==> config.mk <==
export PLATFORM = sky130hd
export DESIGN_NAME = pt_walker
export DESIGN_NICKNAME = d
export VERILOG_FILES = /design/src/rtl/pt_walker.sv
export SDC_FILE = /design/constraint.sdc
export NUM_CORES = 1
export LEC_CHECK = 0
export BUFFER_PORTS_ARGS = -buffer_cell sky130_fd_sc_hd__buf_2
export CAP_MARGIN = 30
export CELL_PAD_IN_SITES_DETAIL_PLACEMENT = 1
export CELL_PAD_IN_SITES_GLOBAL_PLACEMENT = 2
export CORE_MARGIN = 2
export CORE_UTILIZATION = 30
export CTS_CLUSTER_DIAMETER = 200
export CTS_CLUSTER_SIZE = 30
export DETAILED_ROUTE_END_ITERATION = 16
export PLACE_DENSITY = 0.95
export SYNTH_ARGS = -nofsm -noshare
export SYNTH_HDL_FRONTEND = slang
export SYNTH_SLANG_ARGS = --single-unit
==> constraint.sdc <==
create_clock -name clk -period 4.25 [get_ports clk]
set_input_delay 0.2125 -clock clk [delete_from_list [all_inputs] [get_ports clk]]
set_output_delay 0.2125 -clock clk [all_outputs]
set_load 0.05 [all_outputs]
==> src/rtl/pt_walker.sv <==
module pt_walker #(
  parameter int VA_W  = 32,
  parameter int IDX_W = 10,
  parameter int OFS_W = 12
) (
  input  logic            clk,
  input  logic            rst_n,
  input  logic            root_we,
  input  logic [VA_W-1:0] root_wdata,
  input  logic            req_valid,
  output logic            req_ready,
  input  logic [VA_W-1:0] req_vaddr,
  output logic            mem_rd_req,
  output logic [VA_W-1:0] mem_rd_addr,
  input  logic            mem_rd_valid,
  input  logic [VA_W-1:0] mem_rd_data,
  output logic            rsp_valid,
  input  logic            rsp_ready,
  output logic [VA_W-1:0] rsp_paddr,
  output logic            rsp_fault
);
  localparam int MID_LO = OFS_W;
  localparam int TOP_LO = OFS_W + IDX_W;

  typedef enum logic [1:0] {S_IDLE, S_DIR, S_TBL, S_RSP} st_t;

  st_t             st;
  logic [VA_W-1:0] root_q;
  logic [VA_W-1:0] va_q;

  function automatic logic [VA_W-1:0] ent_addr(input logic [VA_W-1:0] base,
                                               input logic [VA_W-1:0] idx);
    return ((base >> OFS_W) << OFS_W) | (idx << 2);
  endfunction

  assign req_ready = (st == S_IDLE);

  wire accept  = req_valid && req_ready;
  wire present = mem_rd_data[0];
  wire unused_bits = ^{mem_rd_data[OFS_W-1:1], root_q[OFS_W-1:0]};

  always_ff @(posedge clk) begin
    if (!rst_n) begin
      st          <= S_IDLE;
      root_q      <= '0;
      va_q        <= '0;
      mem_rd_req  <= 1'b0;
      mem_rd_addr <= '0;
      rsp_valid   <= 1'b0;
      rsp_fault   <= 1'b0;
      rsp_paddr   <= '0;
    end else begin
      mem_rd_req <= 1'b0;
      if (root_we) root_q <= root_wdata;
      case (st)
        S_IDLE: if (accept) begin
          va_q        <= req_vaddr;
          mem_rd_addr <= ent_addr(root_q, VA_W'(req_vaddr[VA_W-1:TOP_LO]));
          mem_rd_req  <= 1'b1;
          st          <= S_DIR;
        end
        S_DIR: if (mem_rd_valid) begin
          if (present) begin
            mem_rd_addr <= ent_addr(mem_rd_data, VA_W'(va_q[TOP_LO-1:MID_LO]));
            mem_rd_req  <= 1'b1;
            st          <= S_TBL;
          end else begin
            rsp_valid <= 1'b1;
            rsp_fault <= 1'b1;
            rsp_paddr <= '0;
            st        <= S_RSP;
          end
        end
        S_TBL: if (mem_rd_valid) begin
          rsp_valid <= 1'b1;
          rsp_fault <= !present;
          rsp_paddr <= present ? {mem_rd_data[VA_W-1:OFS_W], va_q[OFS_W-1:0]} : '0;
          st        <= S_RSP;
        end
        S_RSP: if (rsp_ready) begin
          rsp_valid <= 1'b0;
          st        <= S_IDLE;
        end
        default: st <= S_IDLE;
      endcase
    end
  end

  // the directory read follows acceptance by exactly one cycle
  p_dir_read_r3: assert property (@(posedge clk) disable iff (!rst_n)
    (req_valid && req_ready) |=> mem_rd_req);

  // a read request is a single-cycle pulse
  p_pulse_r3: assert property (@(posedge clk) disable iff (!rst_n)
    mem_rd_req |=> !mem_rd_req);

  // no new request is taken while a result is pending
  p_busy_r2: assert property (@(posedge clk) disable iff (!rst_n)
    rsp_valid |-> !req_ready);

  // the response holds until taken
  p_hold_r9: assert property (@(posedge clk) disable iff (!rst_n)
    (rsp_valid && !rsp_ready) |=> (rsp_valid && $stable(rsp_paddr) && $stable(rsp_fault)));

  // a fault carries no physical address
  p_fault_zero_r6: assert property (@(posedge clk) disable iff (!rst_n)
    (rsp_valid && rsp_fault) |-> (rsp_paddr == '0));

  // the byte offset passes through untouched
  p_offset_r5: assert property (@(posedge clk) disable iff (!rst_n)
    (rsp_valid && !rsp_fault) |-> (rsp_paddr[OFS_W-1:0] == va_q[OFS_W-1:0]));
endmodule

==> summary.md <==
| Metric | Value |
|---|---|
| Maximum vdd drop | 0.0002539 V |
| Max-slew violations | 0 |
| Die Wd | 121.0 um |
| Status | finished clean |
| Final Setup Violations | 0 |
| Global route overflow | 0 |
| Port Buffer Count | 144 |
| RSZ-0062 raised after global routing | false |
| Setup Fix Bufs, Post-CTS | 0 |
| Hold endpoint | rsp_paddr[31] |
| Worst Reg-to-Reg Cells | 8 |
| Design area | 5314 sq um |
| DRT Pass-1 Iters | 5 |
| Worst setup margin | 1.805 ns |
| Placement Rows | 42 |
| First-pass GRT wire length | 18.89 mm |
| # hold bufs at CTS | 0 |
| Area growth syn-to-layout | 29.40% |
| Post-cts sizing count | 0 |
| Crit start category | flip-flop |
| Pin count of the biggest net entering global routing | 79 |
| FF+latch count, synth | 109 |
| Share of layout cells above drive strength 1 | 32.05% |
| Die ar. | 14640 sq um |
| Overall Global Routing Usage | 16.48% |
| Max Cap Violations | 0 |
| HP Class | in -> reg |
| Detailed Place HPWL | 8.347 mm |
| Syn_area_per_cell | 10.02 sq um |
| TritonCTS clock tree | yes |
| Clock transition at the registers of the reported paths | 0.07 ns |
| Detailed Route WL | 11.73 mm |
| Cell Pwr Density | 769.2 nW/um^2 |
| CP Data Arrival Time | 2.69 ns |
| Register area share after synthesis | 53.14% |
| Most frequent cells in the layout | 144 x buf_2, 109 x dfxtp_1, 54 x nor2_1 |
| Place WS | 1.595 ns |
| DRC | 0 |
| Initial Util | 30.89% |
| IO Pins | 170 |
| Worst EP required | 4.50 ns |
| Placer Congestion | 0.7161 |
| CP Class | reg -> reg |
| Critical Path Sink Type | flip-flop |
| Clock root buffer | clkbuf_16 |
| DR vias/cell | 4.788 |
| Antenna Nets Post-Route | 0 |
| Netlist cell types | 27 |
| Tcrit/Tclk final | 57.53% |
| Cts bufs inserted | 9 |
| FILL cells | 1595 |
| Bufs on Longest Clock Path | 2 |
| Mapped Area | 4106 sq um |
| Worst slew margin | 40.17% |
| Max Freq | 409.0 MHz |
| Chip Height | 121.0 um |
| Min Tclk post-route | 2.445 ns |
| Nets | 649 |
| Placed inst area | 4969 sq um |
| Initial antenna violation count | 0 |
| H-tree levels | 3 |
| Ant diodes | 0 |
| CP startpoint | st[1] |
| Lkg Pwr | 2.405 nW |
| Setup clock skew after layout | 0.007160 ns |
| Post-layout util | 39.97% |
| Core ar. | 13300 sq um |
| Number of global-route vias before repair | 3687 |
| Average wire per standard cell | 16.24 um |
| Clock sinks | 109 |
| Slew at the pin closest to its max-slew limit | 0.8953 ns |
| Yosys warning total | 0 |
| Fin. Hold Viols | 0 |
| Clock latency on the worst-skew pair | 0.34 ns |
| Cells after Synth | 410 |
| Flop2flop setup slack | 1.80 ns |
| RR Startpoint | st[1] |
| Hold Path Stages | 2 |
| Vias | 3457 |
| Commonest non-fill, non-tap cell in the layout | buf_2 |
| Critical R2R Capture | mem_rd_addr[27] |
| Drt initial violations | 144 |
| Crit Path Max Fanout | 22 |
| Final TNS setup | 0 ns |
| Hold wc startpoint | mem_rd_data[31] |
==> state kept, by name, summed over array words and instances (netlist names) <==
| name | cells |
|---|---|
| mem_rd_req | 1 |
| st | 2 |
| rsp_valid | 1 |
| va_q | 22 |
| rsp_paddr | 32 |
| mem_rd_addr | 30 |
| rsp_fault | 1 |
| root_q | 20 |
==> layer usage <==
| metal | vias up | GRT usage [%] | part of all wire [%] |
|---|---|---|---|
| met5 | - | 0 | 0 |
| met4 | 0 | 5.451 | 1.5 |
| met3 | 11 | 3.148 | 4.8 |
| met2 | 94 | 29.00 | 49 |
| met1 | 1657 | 20.09 | 45 |
| li1 | 1695 | - | - |
==> worst max-delay path by stage <==
| stage | end | slack [ns] |
|---|---|---|
| after floorplan | st[0] | 2.22 |
| after global placement | mem_rd_addr[31] | 1.74 |
| after detailed placement | mem_rd_addr[22] | 1.59 |
| after CTS | mem_rd_addr[27] | 1.59 |
| after global routing | mem_rd_addr[28] | 1.58 |
| final | mem_rd_addr[27] | 1.80 |
==> cell type report <==
cell class | count | area (sq um) | share of cell area [%]
Clock inverter | 6 | 91.34 | 1.719
Sequential cell | 109 | 2182 | 41.06
Tap cell | 176 | 220.2 | 4.144
Multi-Input combinational cell | 266 | 1785 | 33.60
Timing Repair Buffer | 151 | 780.7 | 14.69
Inverter | 4 | 15.01 | 0.2826
Clock buffer | 10 | 239.0 | 4.497
==> through the flow <==
step,hold slack [ns],cells,total power [mW]
after floorplan,0.3121,411,2.742
after global placement,0.4428,705,3.129
after detailed placement,0.4516,705,3.194
after CTS,0.08630,721,4.122
after global routing,0.09538,722,4.343
final,0.1036,722,4.087
==> cells by family (layout without fill, tap and decap cells) <==
logic type | after synthesis | count (layout) | synth area share, %
buffers and inverters | 36 | 171 | 4.083
AND/OR/NAND/NOR | 114 | 114 | 11.49
adder cells (fa/ha/maj) | 6 | 6 | 1.828
flip-flops | 109 | 109 | 53.14
AO/OA/AOI/OAI | 93 | 93 | 16.94
multiplexers | 51 | 51 | 12.43
other | 1 | 2 | 0.09132
==> power by group <==
group | internal [mW] | switching, mW | leakage (nW)
registers | 1.25 | 0.123 | 0.893
clock network | 0.538 | 0.384 | 0.164
logic | 0.503 | 1.29 | 1.35
total | 2.29 | 1.79 | 2.40
==> synthesized netlist by cell type, drive strengths merged <==
master / count / area (sq um)
a21oi: 26 / 133.9
nor3: 2 / 15.01
nor2: 54 / 202.7
a2111oi: 1 / 15.01
mux2i: 51 / 510.5
o32ai: 1 / 16.27
nand2b: 2 / 12.51
clkbuf: 15 / 56.30
nor2b: 4 / 25.02
nor4: 1 / 12.51
a211oi: 32 / 240.2
and2: 1 / 6.260
or4: 1 / 11.26
ha: 6 / 75.07
o211a: 1 / 10.01
dfxtp: 109 / 2182
nand3: 2 / 10.01
conb: 1 / 3.750
nand2: 47 / 176.4
inv: 4 / 15.01
a22o: 32 / 280.3
buf: 17 / 96.34
==> critical path: stages (launching register included) <==
cell and delay [ns]:
dfxtp_1 0.40, inv_1 0.11, ha_1 0.27, nand2b_1 0.21
a21oi_4 0.52, buf_8 0.25, buf_4 0.27, nor2_1 0.07
a211oi_1 0.24
No activity file was read; power rests on OpenSTA's default activity.
